<file path="src/rtl/ring_dma_pkg.sv">
package ring_dma_pkg;
  typedef enum logic [3:0] {
    S_IDLE, S_RDST, S_STW, S_CHK, S_POLL, S_RDPTR, S_PTW, S_GETPTR,
    S_TXRD, S_TXW, S_TXLD, S_TXOUT, S_RXIN, S_RXWR, S_WB
  } chan_st_e;

  localparam int BIT_OWN  = 31;
  localparam int BIT_DONE = 30;
  localparam int BIT_SOF  = 29;
  localparam int BIT_EOF  = 28;

  localparam logic [1:0] RA_BASE = 2'd0;
  localparam logic [1:0] RA_LEN  = 2'd1;
  localparam logic [1:0] RA_CTRL = 2'd2;
  localparam logic [1:0] RA_POLL = 2'd3;
endpackage

</file>
<file path="src/rtl/ring_cfg_regs.sv">
module ring_cfg_regs
  import ring_dma_pkg::*;
#(
  parameter int LEN_W    = 5,
  parameter int POLL_W   = 16,
  parameter int POLL_DEF = 16
)(
  input  logic              clk,
  input  logic              rst,
  input  logic              reg_we,
  input  logic [1:0]        reg_addr,
  input  logic [31:0]       reg_wdata,
  output logic [31:0]       desc_base,
  output logic [LEN_W-1:0]  ring_len,
  output logic              chan_en,
  output logic              chan_rst,
  output logic [POLL_W-1:0] poll_ivl
);
  logic [28:0] base_hi;

  // descriptor base is kept 8-byte aligned
  assign desc_base = {base_hi, 3'b000};
  assign chan_rst  = reg_we && (reg_addr == RA_CTRL) && reg_wdata[1];

  always_ff @(posedge clk) begin
    if (rst) begin
      base_hi  <= '0;
      ring_len <= '0;
      chan_en  <= 1'b0;
      poll_ivl <= POLL_W'(POLL_DEF);
    end else if (reg_we) begin
      case (reg_addr)
        RA_BASE: base_hi  <= reg_wdata[31:3];
        RA_LEN:  ring_len <= reg_wdata[LEN_W-1:0];
        RA_CTRL: chan_en  <= reg_wdata[0];
        default: poll_ivl <= reg_wdata[POLL_W-1:0];
      endcase
    end
  end
endmodule

</file>
<file path="src/rtl/ring_index.sv">
module ring_index #(
  parameter int IDX_W = 4,
  parameter int LEN_W = 5
)(
  input  logic             clk,
  input  logic             rst,
  input  logic             clr,
  input  logic             adv,
  input  logic [LEN_W-1:0] ring_len,
  output logic [IDX_W-1:0] idx
);
  logic [LEN_W-1:0] nxt;
  assign nxt = LEN_W'(idx) + LEN_W'(1);

  always_ff @(posedge clk) begin
    if (rst || clr)
      idx <= '0;
    else if (adv)
      idx <= (nxt >= ring_len) ? '0 : idx + IDX_W'(1);
  end
endmodule

</file>
<file path="src/rtl/ring_dma_chan.sv">
module ring_dma_chan
  import ring_dma_pkg::*;
#(
  parameter bit RX_MODE  = 1'b0,
  parameter int IDX_W    = 4,
  parameter int POLL_W   = 16,
  parameter int POLL_DEF = 16
)(
  input  logic        clk,
  input  logic        rst,
  input  logic        reg_we,
  input  logic [1:0]  reg_addr,
  input  logic [31:0] reg_wdata,
  output logic        mem_req,
  output logic        mem_we,
  output logic [31:0] mem_addr,
  output logic [3:0]  mem_be,
  output logic [31:0] mem_wdata,
  input  logic [31:0] mem_rdata,
  output logic        out_valid,
  output logic [7:0]  out_data,
  output logic        out_last,
  input  logic        out_ready,
  input  logic        in_valid,
  input  logic [7:0]  in_data,
  input  logic        in_last,
  output logic        in_ready
);
  localparam int LEN_W = IDX_W + 1;

  logic [31:0]       desc_base;
  logic [LEN_W-1:0]  ring_len;
  logic              chan_en, chan_rst;
  logic [POLL_W-1:0] poll_ivl, poll_cnt;
  logic [IDX_W-1:0]  cur_idx;
  logic [31:0]       desc_addr;
  chan_st_e          st;
  logic [31:0]       status_q, buf_addr, wbuf;
  logic [15:0]       rem, rx_cnt, rx_cap;
  logic [3:0]        wbe;
  logic              pend_last, wb_cyc;

  ring_cfg_regs #(.LEN_W(LEN_W), .POLL_W(POLL_W), .POLL_DEF(POLL_DEF)) u_regs (
    .clk(clk), .rst(rst), .reg_we(reg_we), .reg_addr(reg_addr), .reg_wdata(reg_wdata),
    .desc_base(desc_base), .ring_len(ring_len), .chan_en(chan_en),
    .chan_rst(chan_rst), .poll_ivl(poll_ivl)
  );

  ring_index #(.IDX_W(IDX_W), .LEN_W(LEN_W)) u_idx (
    .clk(clk), .rst(rst), .clr(chan_rst), .adv(wb_cyc),
    .ring_len(ring_len), .idx(cur_idx)
  );

  assign desc_addr = desc_base + {{(29-IDX_W){1'b0}}, cur_idx, 3'b000};
  assign wb_cyc    = (st == S_WB);
  assign rx_cap    = status_q[15:0];

  generate
    if (RX_MODE) begin : g_rx
      assign in_ready = (st == S_RXIN);
    end else begin : g_tx
      assign in_ready = 1'b0;
    end
  endgenerate

  always_ff @(posedge clk) begin
    if (rst || chan_rst) begin
      st        <= S_IDLE;
      mem_req   <= 1'b0;
      mem_we    <= 1'b0;
      mem_addr  <= '0;
      mem_be    <= '0;
      mem_wdata <= '0;
      out_valid <= 1'b0;
      out_data  <= '0;
      out_last  <= 1'b0;
      poll_cnt  <= '0;
      status_q  <= '0;
      buf_addr  <= '0;
      wbuf      <= '0;
      rem       <= '0;
      rx_cnt    <= '0;
      wbe       <= '0;
      pend_last <= 1'b0;
    end else begin
      mem_req <= 1'b0;
      mem_we  <= 1'b0;
      case (st)
        S_IDLE: if (chan_en) st <= S_RDST;
        S_RDST: begin
          mem_req  <= 1'b1;
          mem_addr <= desc_addr;
          st       <= S_STW;
        end
        S_STW: st <= S_CHK;
        S_CHK: begin
          status_q <= mem_rdata;
          if (mem_rdata[BIT_OWN]) st <= S_RDPTR;
          else begin
            poll_cnt <= poll_ivl;
            st       <= S_POLL;
          end
        end
        S_POLL: begin
          if (!chan_en)            st <= S_IDLE;
          else if (poll_cnt == '0) st <= S_RDST;
          else                     poll_cnt <= poll_cnt - 1'b1;
        end
        S_RDPTR: begin
          mem_req  <= 1'b1;
          mem_addr <= desc_addr + 32'd4;
          st       <= S_PTW;
        end
        S_PTW: st <= S_GETPTR;
        S_GETPTR: begin
          buf_addr <= {mem_rdata[31:2], 2'b00};
          rem      <= status_q[15:0];
          rx_cnt   <= '0;
          wbe      <= '0;
          if (RX_MODE)                    st <= S_RXIN;
          else if (status_q[15:0] == '0)  st <= S_WB;
          else                            st <= S_TXRD;
        end
        S_TXRD: begin
          mem_req  <= 1'b1;
          mem_addr <= buf_addr;
          st       <= S_TXW;
        end
        S_TXW: st <= S_TXLD;
        S_TXLD: begin
          wbuf      <= mem_rdata;
          out_valid <= 1'b1;
          out_data  <= mem_rdata[7:0];
          out_last  <= (rem == 16'd1);
          st        <= S_TXOUT;
        end
        S_TXOUT: if (out_ready) begin
          rem <= rem - 1'b1;
          if (rem == 16'd1) begin
            out_valid <= 1'b0;
            out_last  <= 1'b0;
            st        <= S_WB;
          end else if (buf_addr[1:0] == 2'd3) begin
            out_valid <= 1'b0;
            buf_addr  <= {buf_addr[31:2] + 30'd1, 2'b00};
            st        <= S_TXRD;
          end else begin
            buf_addr[1:0] <= buf_addr[1:0] + 2'd1;
            wbuf          <= wbuf >> 8;
            out_data      <= wbuf[15:8];
            out_last      <= (rem == 16'd2);
          end
        end
        S_RXIN: if (in_valid) begin
          if (rx_cnt < rx_cap) begin
            wbuf[8*rx_cnt[1:0] +: 8] <= in_data;
            wbe[rx_cnt[1:0]]         <= 1'b1;
            rx_cnt                   <= rx_cnt + 16'd1;
            if (rx_cnt[1:0] == 2'd3 || in_last || (rx_cnt + 16'd1) == rx_cap) begin
              pend_last <= in_last;
              st        <= S_RXWR;
            end
          end else if (in_last) begin
            st <= S_WB;
          end
        end
        S_RXWR: begin
          mem_req   <= 1'b1;
          mem_we    <= 1'b1;
          mem_addr  <= buf_addr;
          mem_be    <= wbe;
          mem_wdata <= wbuf;
          wbe       <= '0;
          buf_addr  <= buf_addr + 32'd4;
          st        <= pend_last ? S_WB : S_RXIN;
        end
        S_WB: begin
          mem_req  <= 1'b1;
          mem_we   <= 1'b1;
          mem_be   <= 4'hF;
          mem_addr <= desc_addr;
          if (RX_MODE) mem_wdata <= {1'b0, 1'b1, 1'b1, 1'b1, status_q[27:16], rx_cnt};
          else         mem_wdata <= {1'b0, 1'b1, status_q[29:0]};
          rx_cnt   <= '0;
          st       <= chan_en ? S_RDST : S_IDLE;
        end
        default: st <= S_IDLE;
      endcase
    end
  end
endmodule

</file>
<file path="config.mk">
export PLATFORM = sky130hd
export DESIGN_NAME = ring_dma_chan
export DESIGN_NICKNAME = d
export VERILOG_FILES = /design/src/rtl/ring_dma_pkg.sv /design/src/rtl/ring_cfg_regs.sv /design/src/rtl/ring_index.sv /design/src/rtl/ring_dma_chan.sv
export SDC_FILE = /design/constraint.sdc
export NUM_CORES = 1
export LEC_CHECK = 0
export BUFFER_PORTS_ARGS = -buffer_cell sky130_fd_sc_hd__clkbuf_2
export CORE_MARGIN = 5
export CORE_UTILIZATION = 37
export DETAILED_ROUTE_END_ITERATION = 8
export GPL_TIMING_DRIVEN = 0
export PLACE_DENSITY = 0.56
export RECOVER_POWER = 50
export SLEW_MARGIN = 20
export SYNTH_ARGS = -nofsm -noshare
export SYNTH_HDL_FRONTEND = slang
export SYNTH_SLANG_ARGS = --single-unit
</file>
<file path="constraint.sdc">
create_clock -name clk -period 2.6 [get_ports clk]
set_clock_uncertainty 0.1 [all_clocks]
set_input_delay 0.52 -clock clk [delete_from_list [all_inputs] [get_ports clk]]
set_output_delay 0.52 -clock clk [all_outputs]
set_load 0.02 [all_outputs]
</file>
==> run summary, run 1 <==
The flow ran to the end, but the final reports show violations. The checks that failed: setup timing. The post-synthesis net count is 2101.

The first-pass GRT wire length came out at 92200 microns. The category of the worst setup path capture point is a register. The critical hold path startpoint is reg_wdata[16]. The number of cells on the worst reg-to-reg path came out at 10. The total overflow left after global routing is 0. The maximum frequency from static timing analysis is 381 MHz. The static leakage came out at roughly 6.6 nW. In the post-synthesis netlist, the cell with the most instances is dfxtp_1.

In this run the count of I/O pins placed on the die edge is ~160. Power spread over the standard cell area amounts to around 530 mW/mm^2. CTS built an H-tree with a depth of 2. The die area came out at 0.0461 sq mm.

The overall fraction of global-route tracks in use is 0.251. The period utilization came out at 1.01. The final count of pins violating max slew came out at 0. The clock net sink count came out at approximately 290. The height of the die came out at 215 microns. The number of antenna diodes came out at 0. The relative area change from synthesis to final layout is 23.9%.

The core region is 0.0417 sq mm. The summed negative setup slack over all endpoints came out at -27.2 ps. For flop-to-flop paths, the worst setup slack is -30 ps. Of the post-synthesis cell area, the dominant cell type holds 0.370. The initial core utilization is 0.372. The minimum setup slack in the final design came out at -27.1 ps. The number of antenna violations at the first check in global routing is 0. Setup repair after global routing could not meet its margin everywhere. The portion of total power attributed to the clock network is 0.510.

The post-synthesis instance area is 0.0155 sq mm. The number of warnings reported in the yosys synthesis log is 0. In this run the most used layer during global routing was met2. The number of port buffers came out at 158. The origin of the critical flop-to-flop path is rx_cnt[0]$_SDFFE_PP0P_.

The average routed wire per standard cell is 22.0 microns. After detailed routing, the number of vias per cell comes to between 5 and 6. In this run, synthesis inferred 0 flip-flops with an integrated enable. The synthesized design contains 286 register bits. The total power after layout came out at 10.1 mW.

The number of buffers inserted during clock tree synthesis is 35. The max capacitance violation total is 0. The biggest fanout along the worst timing path is 8. The switching power summed over all nets came out at 2.44 mW. After the first detailed-routing iteration, the DRC count stood at 1604.

The total number of nets in the final design is 2340. The number of hold violations in the final report came out at 0. Entering global routing, the biggest net connects 13 pins. The met3 layer usage reported by global route is 0.0463. The cts-stage hold buffer count came out at 0. The die boundary width came out at 215 microns. The peak supply drop is 405 uV. TritonCTS built the clock tree. Of the synthesized area, sequential elements account for 0.370.

The share of total power dissipated in sequential elements is 0.439. Of all flip-flops after synthesis, the portion carrying an async set or reset was 0. For this run, global-route usage on met1 was measured as 0.339. The number of global-route vias before repair was 15500.

The final routed DRC violation total came out at 0. The instance count along the most critical hold path came out at 3. The worst register-to-register path ends at st[1]$_SDFFE_PP0P_.

The first detailed-routing pass ran for 7 iterations. In this run the core area contains 75 standard-cell rows. The clock latency at the later pin of the worst-skew pair came out at around 550 ps. The post-synthesis cell count came out at 1980. The worst min-delay path class is primary input to register. The share of total power dissipated in combinational logic is 0.051. The post-DP HPWL is about 45000 microns. The setup-violating endpoint count in the final report came out at 2. The met2 capacity usage during global routing came out at 0.404. Across all layers, the routed design uses 16100 vias. The minimum clock period came out at 2630 ps. The mean instance size in the synthesized netlist is 7.82 sq um. The transition at the pin with the smallest max-transition slack is approximately 950 ps.

STA classifies the critical path startpoint as a register. Sorting the synthesized cells by how often they occur yields dfxtp_1, nand2_1, a21oi_1, nor2_1, clkbuf_1. Clock-pin slew was measured on the worst setup and hold paths at around 60 ps. The number of library cell types mapped by synthesis came out at slightly below 80.

For this run, the leading register cell type out of synthesis is dfxtp_1. The layout cell share with drive strength beyond 1 is 0.199. The internal portion of the total power is 7.66 mW. Once detail routing completed, the nets flagged for antenna violations numbered 0.

At the worst endpoint, the required time is between 2000 and 3000 ps. The cell chosen for the clock root is clkbuf_16. In this run the tightest slew margin relative to its limit is 0.367. The number of fill cells in the layout is 4280. The final standard cell utilization of the core came out at 0.461. Yosys attributes the largest share of cell area to dfxtp_1, a21oi_1, nand2_1, nor2_1, a211oi_2.

The synthesized design spends more area on one cell type than any other, namely dfxtp_1. The largest buffer count on any clock path is 3. Hold is met by 96.9 ps.

The critical path arrival is 2980 ps. The final wirelength is 61100 microns. The final estimated routing congestion in global placement is 0.951. For hold timing, the worst endpoint is u_regs.base_hi[13]$_SDFFE_PP0P_. The critical path is of the register to register type. Of the total power, the share spent switching nets is 0.241.
repair_timing:
action / 4_1_cts / 5_1_grt
pin swaps: 16 / 24
endpoints found under the hold margin: 0 / 0
resized for setup: 125 / 157
setup endpoints to repair: 187 / 202
cloned: 0 / 1
setup buffers: 19 / 29
through the flow:
| step | instances | cell area, sq um | worst slack, ps |
|---|---|---|---|
| 2_1_floorplan | 1980 | 15500 | 19.8 |
| 3_3_place_gp | 2677 | 17000 | -869 |
| 3_5_place_dp | 2677 | 17000 | -950 |
| 4_1_cts | 2755 | 18700 | -32.8 |
| 5_1_grt | 2781 | 19200 | -92.1 |
| 6_report | 2781 | 19200 | -27.1 |
worst max-delay path by stage:
stage                               to                     start
4_1_cts             st[0]$_SDFFE_PP0P_    rx_cnt[0]$_SDFFE_PP0P_
6_report            st[1]$_SDFFE_PP0P_    rx_cnt[0]$_SDFFE_PP0P_
3_5_place_dp   rx_cnt[14]$_SDFFE_PP0P_  status_q[6]$_SDFFE_PP0P_
3_3_place_gp    rx_cnt[4]$_SDFFE_PP0P_  status_q[6]$_SDFFE_PP0P_
5_1_grt             st[0]$_SDFFE_PP0P_    rx_cnt[0]$_SDFFE_PP0P_
2_1_floorplan       st[1]$_SDFFE_PP0P_    rx_cnt[1]$_SDFFE_PP0P_
layout by cell type, fill, tap and decap left out, types with 31 or more instances in the layout:
cell type,n
buf_4,49
o21ai_0,77
clkbuf_1,152
a211oi_2,42
nand2_1,282
clkbuf_16,37
xnor2_1,35
ha_1,31
a21oi_1,240
clkbuf_2,112
dfxtp_1,257
nand3_1,40
a211oi_1,62
inv_1,35
nor2b_1,41
nor2_1,213
state kept, by name, indices dropped and copies added (netlist names), 8 cells and up:
name and flops:
mem_wdata 32, wbuf 32, u_regs.base_hi 29, poll_cnt 16, rem 16, rx_cnt 16
u_regs.poll_ivl 16, buf_addr 32, status_q 30, out_data 8, mem_addr 32
per-layer routing:
metal  up-vias  share of wire
li1       7589              -
met1      7668           0.44
met2       683           0.45
met3       155          0.071
met4         0          0.039
met5         -              0
power by group through the flow:
stage	registers (mW)	clock network (mW)	logic, mW
after CTS	4.45	5.21	0.506
after floorplan	4.55	0	0.236
after detailed placement	4.55	0	0.502
after global placement	4.55	0	0.498
final	4.43	5.15	0.517
after global routing	4.44	5.40	0.547
final cells by class:
cell class / count / area [sq um] / area share
plain buffers: 137 / 752 / 0.0392
clock buffers: 50 / 1050 / 0.0549
clock inverters: 10 / 131 / 0.00684
inverters: 41 / 161 / 0.00841
multi-input cells: 1511 / 9540 / 0.497
flip-flops and latches: 286 / 5810 / 0.303
well taps: 539 / 674 / 0.0351
repair buffers: 207 / 1070 / 0.0559
critical path, stage by stage (launching register included):
cell and delay, ps:
dfxtp_4 370, ha_4 180, buf_6 110, and3_4 170
buf_6 130, and4_1 180, o21a_1 200, o31ai_4 260
a41oi_2 190, o31a_1 360, o31ai_2 260
cell families after synthesis:
group / Yosys count / share of synthesized area
adders and majority gates: 41 / 0.0336
and+or+nand+nor: 777 / 0.232
DFF: 286 / 0.370
muxes: 27 / 0.0174
buffers and inverters: 183 / 0.0500
AOI/OAI and AO/OA: 615 / 0.269
xor gates and xnor gates: 50 / 0.0283
other: 1 / 0.000242
No activity file was read; power rests on OpenSTA's default activity.
==> run 2, diff against run 1 <==
--- a/config.mk
+++ b/config.mk
@@ -6,11 +6,12 @@
 export NUM_CORES = 1
 export LEC_CHECK = 0
 export BUFFER_PORTS_ARGS = -buffer_cell sky130_fd_sc_hd__clkbuf_2
+export CORE_ASPECT_RATIO = 2
 export CORE_MARGIN = 5
 export CORE_UTILIZATION = 37
 export DETAILED_ROUTE_END_ITERATION = 8
 export GPL_TIMING_DRIVEN = 0
-export PLACE_DENSITY = 0.56
+export PLACE_DENSITY = 0.54
 export RECOVER_POWER = 50
 export SLEW_MARGIN = 20
 export SYNTH_ARGS = -nofsm -noshare
==> constraint.sdc (replaced) <==
create_clock -name clk -period 3.4 [get_ports clk]
set_clock_uncertainty 0.1 [all_clocks]
set_input_delay 0.68 -clock clk [delete_from_list [all_inputs] [get_ports clk]]
set_output_delay 0.68 -clock clk [all_outputs]
set_load 0.02 [all_outputs]
==> run summary, run 2 (same netlist as run 1, synthesis figures left out) <==
The relative slew slack came out at 0.295 (-0.0713). The peak supply drop came out at 322 uV (-21%). The clock-pin transition on the worst setup and hold timing paths came out at 70 ps (about the same). The summed negative setup slack over all endpoints came to 0 ps (+27.2 ps). The number of antenna violations at the first check in global routing came out at 0 (unchanged). The critical path arrival was 3640 ps (+660 ps). The relative area change from synthesis to final layout came out at 14.6%. The met1 layer usage reported by global route came out at 0.263 (-0.0761). By startpoint and endpoint, the worst setup path is classified as register to register. The maximum level of the CTS H-tree came out at 1 (-1). The remaining global-route overflow is 0 (unchanged). The worst setup timing slack at the placement stage came out at -306 ps (+645 ps).

The average routed wire per standard cell came out at 22.9 microns (+4.1%). The final standard cell utilization of the core came out at 0.426 (-0.0347). The overall fraction of global-route tracks in use came to 0.257 (+0.00598). The layout cell share with drive strength beyond 1 came to 0.103 (-0.0960). The number of cells on the worst reg-to-reg path is 11 (+1). The number of search-and-repair iterations in the first detailed-routing pass is 5 (-2). The switching part of the total power came out at 0.254 (+0.0121). The final routed DRC violation total came out at 0 (unchanged). The instance count along the most critical hold path came out at 3 (unchanged). The post-DP HPWL is 49400 microns (+8.8%). The number of global-route vias before repair came out at 15400 (-0.59%). The initial core utilization came out at 0.372 (about the same).

STA classifies the critical path endpoint as a register. The die area was 0.0463 sq mm (+0.54%). The final count of pins violating max slew came out at 0 (unchanged). The number of hold violations in the final report is 0 (unchanged). The largest buffer count on any clock path was 3 (unchanged). The biggest fanout along the worst timing path came to 10 (+2). The final wirelength came out at 62400 microns (+2.0%). The origin of the critical flop-to-flop path is status_q[13]$_SDFFE_PP0P_. The CTS tree is done. Clock tree synthesis selected as its root buffer the cell clkbuf_16. The period utilization came out at 0.953 (-0.0573).

The number of top-level design ports is 161 (unchanged). The via count is 15700 (-2.3%). The static leakage is 5.85 nW (-11%). The switching power summed over all nets is 1.74 mW (-29%).

The die boundary width was 155 microns (-28%). The fraction of power consumed by sequential logic came out at 0.496 (+0.057). In this run the worst hold path is classified as primary input to register. The number of antenna-violating nets in the routed design came out at 0 (unchanged). The power density over the cells is 386 mW/mm^2 (-27%). The maximum frequency from static timing analysis was 309 MHz (-19%). The core region area came out at 0.0416 sq mm (about the same). Setup repair after global routing could not meet its margin everywhere. The critical hold path startpoint is reg_wdata[17].

STA classifies the critical path startpoint as a register. The cts-stage hold buffer count is 0 (unchanged). The first-pass GRT wire length came out at 92800 microns (+0.72%).

The flow ran to the end, and the final reports show no timing, DRC or antenna violations. The clock latency at the later pin of the worst-skew pair came to 590 ps (+40 ps). The endpoint required time on the critical path was 3800 ps (+840 ps). The minimum clock period was 3240 ps (+613 ps).

The number of antenna diodes came out at 0 (unchanged). The met3 layer usage reported by global route came to 0.0295 (-0.0168). In the layout the commonest cells are nand2_1, dfxtp_1, a21oi_1, nor2_1, clkbuf_1. The clock net sink count came out at 286 (unchanged). The total number of nets in the final design came out at 2289 (-2.2%). The number of violations reported at the end of detailed-routing iteration 0 came out at 937 (-42%). The number of buffers inserted during clock tree synthesis is 27 (-23%). The worst hold path terminates at u_regs.base_hi[14]$_SDFFE_PP0P_. The vias per cell came out at 5.77 (-0.30%).

The portion of total power attributed to the clock network came out at 0.447 (-0.063). The met2 capacity usage during global routing is 0.494 (+0.0904). The internal power is 5.12 mW (-33%).

The worst reg-to-reg setup slack is 160 ps (+190 ps). The maximum number of pins on one net before global-route repair came out at 15 (+2). The minimum setup slack in the final design came out at 160 ps (+187 ps). The number of fill cells in the layout was 4477 (+4.6%). The number of rows created at floorplan came out at 106 (+41%). The height of the die is 299 microns (+39%). The total power after layout came out at 6.86 mW (-32%).

The max capacitance violation total came out at 0 (unchanged). The global routing stage identified its most utilized layer as met2. The destination of the worst register-to-register timing path is wbuf[9]$_SDFFE_PP0P_. The setup-violating endpoint count in the final report came out at 0 (-2). The transition at the pin with the smallest max-transition slack is 1030 ps (+80.2 ps). The number of port buffers came to 158 (unchanged). The final estimated routing congestion in global placement came out at 0.962 (+1.2%).

The fraction of power consumed by combinational cells is 0.057 (+0.006).
run 2: changes by cell type in the layout (fill, tap and decap cells not counted), moves of 9 or more:
cell       previous run  this run
dfxtp_4              19         1
buf_1                 2        11
nor2_1              213       239
buf_4                49         3
clkbuf_2            112        78
clkbuf_16            37        27
dfxtp_1             257       283
clkbuf_1            152       198
a21oi_1             240       249
nor2_2               24         1
run 2: cell type report:
| cell class | count | area, sq um | share of cell area |
|---|---|---|---|
| timing repair buffer | 159 | 696 | 0.0392 |
| clock buffer | 39 | 761 | 0.0429 |
| multi-input combinational | 1511 | 9020 | 0.508 |
| clock inverter | 8 | 82.6 | 0.00465 |
| buffer | 142 | 623 | 0.0351 |
| tap | 540 | 676 | 0.0381 |
| sequential | 286 | 5730 | 0.323 |
| inverter | 41 | 158 | 0.00888 |
run 2: how the worst max path moves through the flow:
stage,start,to,cells after the start
floorplan,rx_cnt[0]$_SDFFE_PP0P_,st[1]$_SDFFE_PP0P_,8
global placement,rx_cnt[0]$_SDFFE_PP0P_,st[0]$_SDFFE_PP0P_,9
detailed placement,status_q[15]$_SDFFE_PP0P_,rx_cnt[8]$_SDFFE_PP0P_,9
CTS,rx_cnt[1]$_SDFFE_PP0P_,st[0]$_SDFFE_PP0P_,8
global route,status_q[13]$_SDFFE_PP0P_,wbuf[19]$_SDFFE_PP0P_,11
finish,status_q[13]$_SDFFE_PP0P_,wbuf[9]$_SDFFE_PP0P_,11
run 2: per-stage QoR:
stage	cell area, sq um	cells	hold WS [ps]
after floorplan	15500	1980	333
after global placement	17000	2678	344
after detailed placement	17000	2678	350
after CTS	17800	2725	187
after global routing	17700	2726	206
final	17700	2726	213
run 2: layer usage:
metal | wire [microns] | vias to the layer above
li1 | - | 7489
met1 | 22100 | 7490
met2 | 33100 | 564
met3 | 3100 | 187
met4 | 4060 | 0
met5 | 0 | -
run 2: power groups by stage:
stage | Clock, mW | Sequential, mW | Combinational, mW
global route | 3.24 | 3.40 | 0.414
global placement | 0 | 3.48 | 0.389
finish | 3.06 | 3.40 | 0.393
CTS | 3.12 | 3.40 | 0.392
floorplan | 0 | 3.48 | 0.181
detailed placement | 0 | 3.48 | 0.391
run 2: what timing repair did:
action | in CTS | in global routing
cloned | 0 | 0
pin swaps | 0 | 0
endpoints found under the setup margin | 16 | 37
gates resized for setup | 4 | 8
buffers inserted | 0 | 1
run 2: critical path, cell delays in order (launching register included):
cell,delay (ps)
dfxtp_1,550
inv_1,150
ha_1,240
a2111oi_0,380
o21ai_0,150
o22a_1,260
a21oi_1,340
o211a_1,250
buf_6,160
buf_2,270
nor2_1,80
a211oi_2,210
